--- config.mk ---
export PLATFORM = sky130hd
export DESIGN_NAME = vid_in_fmt
export DESIGN_NICKNAME = d
export VERILOG_FILES = /design/src/rtl/vif_pkg.sv /design/src/rtl/vif_phase.sv /design/src/rtl/vif_chroma.sv /design/src/rtl/vif_pixel.sv /design/src/rtl/vid_in_fmt.sv
export SDC_FILE = /design/constraint.sdc
export NUM_CORES = 1
export LEC_CHECK = 0
export ABC_CLOCK_PERIOD_IN_PS = 4300
export BUFFER_PORTS_ARGS = -buffer_cell sky130_fd_sc_hd__buf_2
export CORE_MARGIN = 8
export CORE_UTILIZATION = 53
export CTS_CLUSTER_DIAMETER = 30
export DETAILED_ROUTE_END_ITERATION = 10
export PLACE_DENSITY = 0.77
export SLEW_MARGIN = 30
export SYNTH_ARGS = -nofsm -noshare
export SYNTH_HDL_FRONTEND = slang
export SYNTH_SLANG_ARGS = --single-unit
--- constraint.sdc ---
create_clock -name clk_i -period 4.3 [get_ports clk_i]
set_input_delay 0.645 -clock clk_i [delete_from_list [all_inputs] [get_ports clk_i]]
set_output_delay 0.645 -clock clk_i [all_outputs]
set_load 0.05 [all_outputs]
--- src/rtl/vif_pkg.sv ---
package vif_pkg;
  typedef enum logic {
    CSEL_CB = 1'b0,
    CSEL_CR = 1'b1
  } csel_e;
endpackage

--- src/rtl/vif_phase.sv ---
module vif_phase (
  input  logic clk_i,
  input  logic rst_ni,
  input  logic split_mode_i,
  input  logic qual_en_i,
  input  logic qual_i,
  input  logic sol_i,
  output logic slot_o
);
  logic tog_q;
  logic slot_int;

  // sol_i forces the phase: chroma byte in interleaved mode, full pixel in split mode
  assign slot_int = sol_i ? split_mode_i : tog_q;
  assign slot_o   = qual_en_i ? qual_i : slot_int;

  always_ff @(posedge clk_i or negedge rst_ni) begin
    if (!rst_ni) tog_q <= 1'b0;
    else         tog_q <= ~slot_int;
  end

  AST_PHASE_ALT: assert property (@(posedge clk_i) disable iff (!rst_ni)
    ($past(rst_ni) && !qual_en_i && !sol_i && $past(!qual_en_i) && $past(!sol_i))
      |-> (slot_o != $past(slot_o)));

  AST_QUAL_FOLLOW: assert property (@(posedge clk_i) disable iff (!rst_ni)
    qual_en_i |-> (slot_o == qual_i));
endmodule

--- src/rtl/vif_chroma.sv ---
module vif_chroma
  import vif_pkg::*;
#(
  parameter int DW = 8
) (
  input  logic          clk_i,
  input  logic          rst_ni,
  input  logic          split_mode_i,
  input  logic          slot_i,
  input  logic          sol_i,
  input  logic [DW-1:0] main_d_i,
  input  logic [DW-1:0] aux_d_i,
  output logic [DW-1:0] cb_now_o,
  output logic [DW-1:0] cr_now_o
);
  logic [DW-1:0] cb_q, cr_q, c_byte;
  csel_e         csel_q, sel;
  logic          cap;

  assign c_byte = split_mode_i ? aux_d_i : main_d_i;
  assign cap    = split_mode_i ? slot_i : ~slot_i;
  assign sel    = sol_i ? CSEL_CB : csel_q;

  // bypass so a pair completing this cycle is usable at once
  assign cb_now_o = (cap && sel == CSEL_CB) ? c_byte : cb_q;
  assign cr_now_o = (cap && sel == CSEL_CR) ? c_byte : cr_q;

  always_ff @(posedge clk_i or negedge rst_ni) begin
    if (!rst_ni) begin
      cb_q   <= '0;
      cr_q   <= '0;
      csel_q <= CSEL_CB;
    end else if (cap) begin
      if (sel == CSEL_CB) cb_q <= c_byte;
      else                cr_q <= c_byte;
      csel_q <= (sel == CSEL_CB) ? CSEL_CR : CSEL_CB;
    end else if (sol_i) begin
      csel_q <= CSEL_CB;
    end
  end

  AST_SOL_IS_CB: assert property (@(posedge clk_i) disable iff (!rst_ni)
    (sol_i && cap) |=> (cb_q == $past(c_byte)));

  AST_SOL_NEXT_CR: assert property (@(posedge clk_i) disable iff (!rst_ni)
    (sol_i && cap) |=> (csel_q == CSEL_CR));
endmodule

--- src/rtl/vif_pixel.sv ---
module vif_pixel #(
  parameter int DW = 8
) (
  input  logic          clk_i,
  input  logic          rst_ni,
  input  logic          slot_i,
  input  logic          sol_i,
  input  logic [DW-1:0] main_d_i,
  input  logic [DW-1:0] cb_now_i,
  input  logic [DW-1:0] cr_now_i,
  output logic [DW-1:0] y_o,
  output logic [DW-1:0] cb_o,
  output logic [DW-1:0] cr_o,
  output logic          valid_o
);
  logic [DW-1:0] y_prev_q;
  logic          prev_odd_q, prev_vld_q, par_q, armed_q, out_odd_q;
  logic          cur_par, armed;

  assign cur_par = sol_i ? 1'b0 : par_q;
  assign armed   = armed_q | sol_i;

  always_ff @(posedge clk_i or negedge rst_ni) begin
    if (!rst_ni) begin
      y_prev_q   <= '0;
      prev_odd_q <= 1'b0;
      prev_vld_q <= 1'b0;
      par_q      <= 1'b0;
      armed_q    <= 1'b0;
      out_odd_q  <= 1'b0;
      y_o        <= '0;
      cb_o       <= '0;
      cr_o       <= '0;
      valid_o    <= 1'b0;
    end else begin
      armed_q <= armed;
      if (slot_i) begin
        y_prev_q   <= main_d_i;
        prev_odd_q <= cur_par;
        prev_vld_q <= armed;
        par_q      <= ~cur_par;
        valid_o    <= prev_vld_q;
        if (prev_vld_q) begin
          y_o       <= y_prev_q;
          out_odd_q <= prev_odd_q;
          // even pixel latches the completed pair; odd pixel reuses it
          if (!prev_odd_q) begin
            cb_o <= cb_now_i;
            cr_o <= cr_now_i;
          end
        end
      end else begin
        valid_o <= 1'b0;
        if (sol_i) par_q <= 1'b0;
      end
    end
  end

  AST_VALID_ARMED: assert property (@(posedge clk_i) disable iff (!rst_ni)
    valid_o |-> armed_q);

  AST_HOLD_IDLE: assert property (@(posedge clk_i) disable iff (!rst_ni)
    !valid_o |-> ($stable(y_o) && $stable(cb_o) && $stable(cr_o)));

  AST_PAIR_HELD: assert property (@(posedge clk_i) disable iff (!rst_ni)
    (valid_o && out_odd_q) |-> ($stable(cb_o) && $stable(cr_o)));

  AST_VALID_NEEDS_SLOT: assert property (@(posedge clk_i) disable iff (!rst_ni)
    !slot_i |=> !valid_o);
endmodule

--- src/rtl/vid_in_fmt.sv ---
module vid_in_fmt #(
  parameter int DW = 8
) (
  input  logic          clk_i,
  input  logic          rst_ni,
  input  logic          split_mode_i,
  input  logic          qual_en_i,
  input  logic          qual_i,
  input  logic          sol_i,
  input  logic [DW-1:0] main_d_i,
  input  logic [DW-1:0] aux_d_i,
  output logic [DW-1:0] y_o,
  output logic [DW-1:0] cb_o,
  output logic [DW-1:0] cr_o,
  output logic          valid_o
);
  logic          slot;
  logic [DW-1:0] cb_now, cr_now;

  vif_phase i_phase (
    .clk_i        (clk_i),
    .rst_ni       (rst_ni),
    .split_mode_i (split_mode_i),
    .qual_en_i    (qual_en_i),
    .qual_i       (qual_i),
    .sol_i        (sol_i),
    .slot_o       (slot)
  );

  vif_chroma #(.DW(DW)) i_chroma (
    .clk_i        (clk_i),
    .rst_ni       (rst_ni),
    .split_mode_i (split_mode_i),
    .slot_i       (slot),
    .sol_i        (sol_i),
    .main_d_i     (main_d_i),
    .aux_d_i      (aux_d_i),
    .cb_now_o     (cb_now),
    .cr_now_o     (cr_now)
  );

  vif_pixel #(.DW(DW)) i_pixel (
    .clk_i    (clk_i),
    .rst_ni   (rst_ni),
    .slot_i   (slot),
    .sol_i    (sol_i),
    .main_d_i (main_d_i),
    .cb_now_i (cb_now),
    .cr_now_i (cr_now),
    .y_o      (y_o),
    .cb_o     (cb_o),
    .cr_o     (cr_o),
    .valid_o  (valid_o)
  );

  AST_RESET_QUIET: assert property (@(posedge clk_i) !rst_ni |-> !valid_o);
endmodule

; ---- After elaboration in Yosys (flattened, before gate mapping)
; Cells that the tools add are included.
; W data, S select, Z words.
[classes]
multipliers = 0
n_shift = 0
add_sub_neg = 0
bitwise_logic = 6
reduce_logical = 6
n_div = 0
muxes = 12
order_cmp = 0
eq_ne = 0
[op_table]
columns = cell, count
row1 = $mux W8, 3
row2 = $mux W1, 9
row3 = $reduce_and A2 Y1, 3
row4 = $not A1 Y1, 5
row5 = $reduce_and A3 Y1, 1
row6 = $logic_and A1 B1 Y1, 2
row7 = $or A1 B1 Y1, 1
[totals]
output_inout_bits = 25
mem_bits_ro = 0
mem_bits_rw = 0
reg_bits = 55
mem_count = 0
latch_bits = 0

; ---- Depth between registers and ports, before layout
[logic_depth]
depth_word = 6
mapped_depth = 11
depth_no_buf = 7

; ---- Hierarchy
; Synthesis repeated with hierarchy kept, for this count alone.
[unflattened]
cells_unflattened = 152
hier_area_um2 = 2486.1
[by_module_without_submodules]
columns = module, cells_each, instances, area_each_um2, seq_area_each_um2
row1 = vif_pixel, 80, 1, 1376.3, 925.9
row2 = vif_chroma, 68, 1, 1061.0, 425.4
row3 = vif_phase, 4, 1, 48.8, 25.0

; ---- Least setup slack after synthesis
; Ideal clock, no wire load.
[synth_timing]
path_kind = input -> register
startpoint = in split_mode_i
endpoint = reg i_pixel.cb_o[1]
arrival_time_ns = 2.852
slack_ns = 1.323
path_buffers = 4
stages = 10
path_cell_list = buf_6 mux2_4 o21ai_0 buf_4 xor2_1 ha_1 clkbuf_1 clkbuf_1 a21oi_1 mux2_4
[synth_between]
elab_chain_cells = 6
word_cells_on_any_way = 8
[synth_rtl]
columns = item, line
row1 = "start, declared", vid_in_fmt.sv:6  ; input logic split_mode_i,
row2 = $mux W1, vif_phase.sv:14  ; assign slot_int = sol_i ? split_mode_i : tog_q;
row3 = $mux W1, vif_phase.sv:15  ; assign slot_o = qual_en_i ? qual_i : slot_int;
row4 = $not A1 Y1, vif_chroma.sv:21  ; assign cap = split_mode_i ? slot_i : ~slot_i;
row5 = $mux W1, vif_chroma.sv:21
row6 = $logic_and A1 B1 Y1, vif_chroma.sv:25  ; assign cb_now_o = (cap && sel == CSEL_CB) ? c_byte : cb_q;
row7 = $mux W8, vif_chroma.sv:25
row8 = "end signal, assigned", vif_pixel.sv:48  ; cb_o <= cb_now_i;
row9 = "end, declared", vif_pixel.sv:12  ; output logic [DW-1:0] cb_o,
; Several ways; a longest one is shown, not always the timed one.
; A chain may end at the register's enable or synchronous reset.

; ---- Worst setup path after layout
[layout_timing]
startpoint = in split_mode_i
endpoint = reg i_pixel.cb_o[7]
; Same word-level chain as after synthesis.

==> results.md <==
- The placed instance count is 279.
- The total wirelength of the detailed-routed design is 4390 µm.
- The final-layout worst hold slack is roughly 0.44 ns.
- The final layout contains between 200 and 300 nets.
- The sort of element at the start of the critical path is an input pin.
- Grouping stages by cell kind, the critical path spends the most delay in multiplexers.
- The height of the die is a little over 80 µm.
- The initial antenna violation count is 0.
- The top cell type by area accounts for 57.6% of the synthesized area.
- The largest incremental delay on the critical path is 0.54 ns.
- The synthesized net count is 217.
- On the critical path, the stage with the largest delay is an instance of sky130_fd_sc_hd__ha_1.
- The proportion of layout cells with a drive suffix above 1 is 39.6%.
- Per report_power, the clock group accounts for 15.3% of the total.
- The floorplan row count is 24.
- The clock tree buffer depth is 2.
- The total area inside the core boundary comes to about 4400 µm².
- After synthesis the netlist holds a flip-flop and latch count of 55.
- The sequential share of the synthesized area is between 50% and 60%.
- Across the run, the number of max-cap violations was 0.
- The final count of hold timing violations is 0.
- The max-slew headroom at the worst pin is approximately two fifths.
- Counting both buffers and inverters, the worst setup path holds a total of 1.
- In this run the count of I/O pins placed on the die edge is 47.
- The clock transition at the registers of the reported paths is approximately 0.1 ns.
- Relative to the synthesized area, the layout overhead comes to 13.4%.
- The max-slew violation total from the final report is 0.
- The path length in cells of the critical path is 7.
- The internal portion of the total power is 1.07 mW.
- The number of clock buffers added by TritonCTS is 5.
- Summed over all layers, the global routing overflow is 0.
- In this run the worst hold path is classified as in -> async.
- The combinational cell fraction of total power is a little over two fifths.
- The time the worst path needs with I/O delays and setup is 2.46 ns.
- Clock latency on the worst-skew pair, taken at its later pin, is between 0.3 and 0.4 ns.
- The number of buffers inserted by post-CTS setup repair is 0.
- The number of iterations in the first detailed-routing pass is 4.
- In this run the remaining antenna-violating nets after routing total 0.
- The clock arrives with around 0.009 ns of skew.
- Net switching is 42.2% of the power.
- After routing the design area is 2710 µm².
- The net switching power is 782 µW.
- The minimum setup slack in the final design is 1.84 ns.
- The average detailed-routed wire length per instance is approximately 15 µm.
- The worst setup path is of the in -> reg kind.
- The clock net sink count is 55.
- The number of design-rule violations left by the first detailed-router iteration is 80.
- Once the floorplan was initialized, standard cells occupied 54.9% of the core.
- The total of endpoints with negative setup slack in the final report is 0.
- Based on the critical path, the design can be clocked at up to 0.406 GHz.
- The post-synthesis cell area is 2390 µm².
- Walking the worst path, the cells encountered are buf_2, mux2_4, o21ai_1, xor2_1, ha_1, a21oi_1, mux2_2.
- Summed over all failing endpoints, the final setup total negative slack is 0 ns.
- After clock tree synthesis, the repair step resized 0 gates.
- After filler insertion, the fill cell instance count of the layout stands at 348.
- A synthesized cell averages 12.5 µm².
- The clock tree synthesis step divided the H-tree into 2 levels.
- At the worst endpoint, the required time is 4.50 ns.
- The die covers 6910 µm².
- Across all layers, the routed design uses 1,495 vias.
- The worst-path maximum fanout is 16.
- TritonCTS built the clock tree.
- The number of antenna diodes in the final layout is 0.
- The number of global-route vias before repair is around 1,600.
- The most frequent standard cell in the layout excluding fill and tap cells is sky130_fd_sc_hd__dfrtp_1.
- Input and output buffers added on the ports amount to 46.
- The first-pass GRT wire length is 7790 µm.
- By area the synthesized netlist is led by sky130_fd_sc_hd__dfrtp_1 58%, sky130_fd_sc_hd__mux2_2 11%, sky130_fd_sc_hd__mux2_4 6.9%, sky130_fd_sc_hd__a21oi_1 6.7%, sky130_fd_sc_hd__nor2_1 5.0%.
- Routability-driven placement finished with a final weighted congestion of 0.768.
- Setup repair after global routing left no endpoint under its margin.
- The die is 83.1 µm wide.
- The reported leakage power is between 1 and 1.5 nW.
- Global routing consumed, over all layers together, between 10% and 20% of the routing resources.
- The power density over the cells is 684 nW/µm².
- The number of instances in the synthesized netlist is 191.
- The via count normalized by instance count is about 5.2.
- Counting distinct cell types in the post-synthesis netlist gives 20.
- Clock tree synthesis selected as its root buffer the cell sky130_fd_sc_hd__clkbuf_8.
- The warning count from the yosys run is 0.
- The cts-stage hold buffer count is 0.
- After legalization and detailed placement, the total HPWL measured roughly 3200 µm.
- The maximum vdd drop is 434 µV.
- The transition time of the tightest slew-check pin is 0.893 ns.
- The kind of capture point of the worst setup path is a register.
- The post-placement setup slack is approximately 1.5 ns.
- The worst reg-to-reg path cell count is 6.
- The count of non-filler cells in the finished layout is between 200 and 300.
- The pin count of the biggest net entering global routing is 56.
- At the worst endpoint, the arrival time is about 2.7 ns.
- After detailed placement, the total cell area comes to 2620 µm².
- The flow ran to the end, and the final reports show no timing, DRC or antenna violations.
- Leaving out fill and tap cells, the most frequent cells in the layout are 55 x sky130_fd_sc_hd__dfrtp_1, 46 x sky130_fd_sc_hd__buf_2, 32 x sky130_fd_sc_hd__nor2_1, 32 x sky130_fd_sc_hd__a21oi_1, 24 x sky130_fd_sc_hd__mux2_2.
- Of the available clock period, the critical path in the final layout requires 57.3%.
- The library cell occupying the most area in the post-synthesis netlist is sky130_fd_sc_hd__dfrtp_1.
- Of the total power, registers draw approximately two fifths.
- For this run, design rule violations remaining after detail routing come to 0.
## cell usage after synthesis
cell type                  instances
sky130_fd_sc_hd__a21oi_1          32
sky130_fd_sc_hd__buf_12            1
sky130_fd_sc_hd__buf_4             1
sky130_fd_sc_hd__buf_6             2
sky130_fd_sc_hd__clkbuf_1          8
sky130_fd_sc_hd__dfrtp_1          55
sky130_fd_sc_hd__ha_1              4
sky130_fd_sc_hd__inv_1             4
sky130_fd_sc_hd__mux2_2           24
sky130_fd_sc_hd__mux2_4           11
sky130_fd_sc_hd__mux2i_1           8
sky130_fd_sc_hd__nand2b_1          1
sky130_fd_sc_hd__nor2_1           32
sky130_fd_sc_hd__nor2b_1           2
sky130_fd_sc_hd__o2111a_1          1
sky130_fd_sc_hd__o211ai_2          1
sky130_fd_sc_hd__o21ai_0           1
sky130_fd_sc_hd__or2_2             1
sky130_fd_sc_hd__xnor2_1           1
sky130_fd_sc_hd__xor2_1            1
## power by group through the flow
stage	sequential, mW	clock (mW)	combinational, mW
detailed placement	0.782	0	0.808
global route	0.800	0.310	0.861
floorplan	1.09	0	0.323
finish	0.772	0.283	0.797
global placement	0.778	0	0.795
CTS	0.773	0.287	0.809
## cell type report
class	count	area, µm²	area share [%]
repair buffers	48	245	9.06
inverters	4	15.0	0.555
multi-input cells	120	917	33.9
clock buffers	5	68.8	2.54
clock inverters	3	20.0	0.739
well taps	52	65.1	2.40
flip-flops and latches	55	1380	50.8
## flip-flops by register name (all words and copies together), names as in the netlist
| name | flops |
|---|---|
| i_pixel.valid_o | 1 |
| i_chroma.cb_q | 8 |
| i_pixel.y_prev_q | 8 |
| i_pixel.cb_o | 8 |
| i_pixel.par_q | 1 |
| i_pixel.y_o | 8 |
| i_chroma.cr_q | 8 |
| i_phase.tog_q | 1 |
| i_pixel.prev_vld_q | 1 |
| i_pixel.prev_odd_q | 1 |
| i_pixel.cr_o | 8 |
| i_chroma.csel_q | 1 |
| i_pixel.armed_q | 1 |
## logic make-up (layout without fill, tap and decap cells)
family / after synthesis / in the layout / share of synthesized area (%)
AOI/OAI and AO/OA: 35 / 35 / 7.91
xor gates and xnor gates: 2 / 2 / 0.734
adders and majority gates: 4 / 4 / 2.10
buffers and inverters: 16 / 60 / 3.98
DFF: 55 / 55 / 57.6
muxes: 43 / 43 / 21.6
and+or+nand+nor: 36 / 36 / 6.08
## final timing paths
path	end	slack (ns)	start
setup / recovery	i_pixel.cb_o[7]$_DFFE_PN0P_	1.84	split_mode_i
max in group asynchronous	i_pixel.cb_o[4]$_DFFE_PN0P_	3.41	rst_ni
hold / removal	i_pixel.y_o[7]$_DFFE_PN0P_	0.44	rst_ni
setup reg to reg	i_pixel.cb_o[7]$_DFFE_PN0P_	2.03	i_phase.tog_q$_DFF_PN0_
hold reg to reg	i_pixel.armed_q$_DFF_PN0_	0.46	i_pixel.armed_q$_DFF_PN0_
min in group clk_i	i_pixel.armed_q$_DFF_PN0_	0.46	i_pixel.armed_q$_DFF_PN0_
## metal layers
layer	wire (µm)	global-route usage, %
met5	0	0
met1	2020	16.5
met4	65	5.75
met2	2180	22.6
met3	123	2.54
## through the flow
stage,utilization [%],total power [mW]
after CTS,62.2,1.87
after global placement,60.1,1.57
final,62.2,1.85
after floorplan,-,1.42
after detailed placement,60.1,1.59
after global routing,62.2,1.97
(Power assumes the default switching activity.)
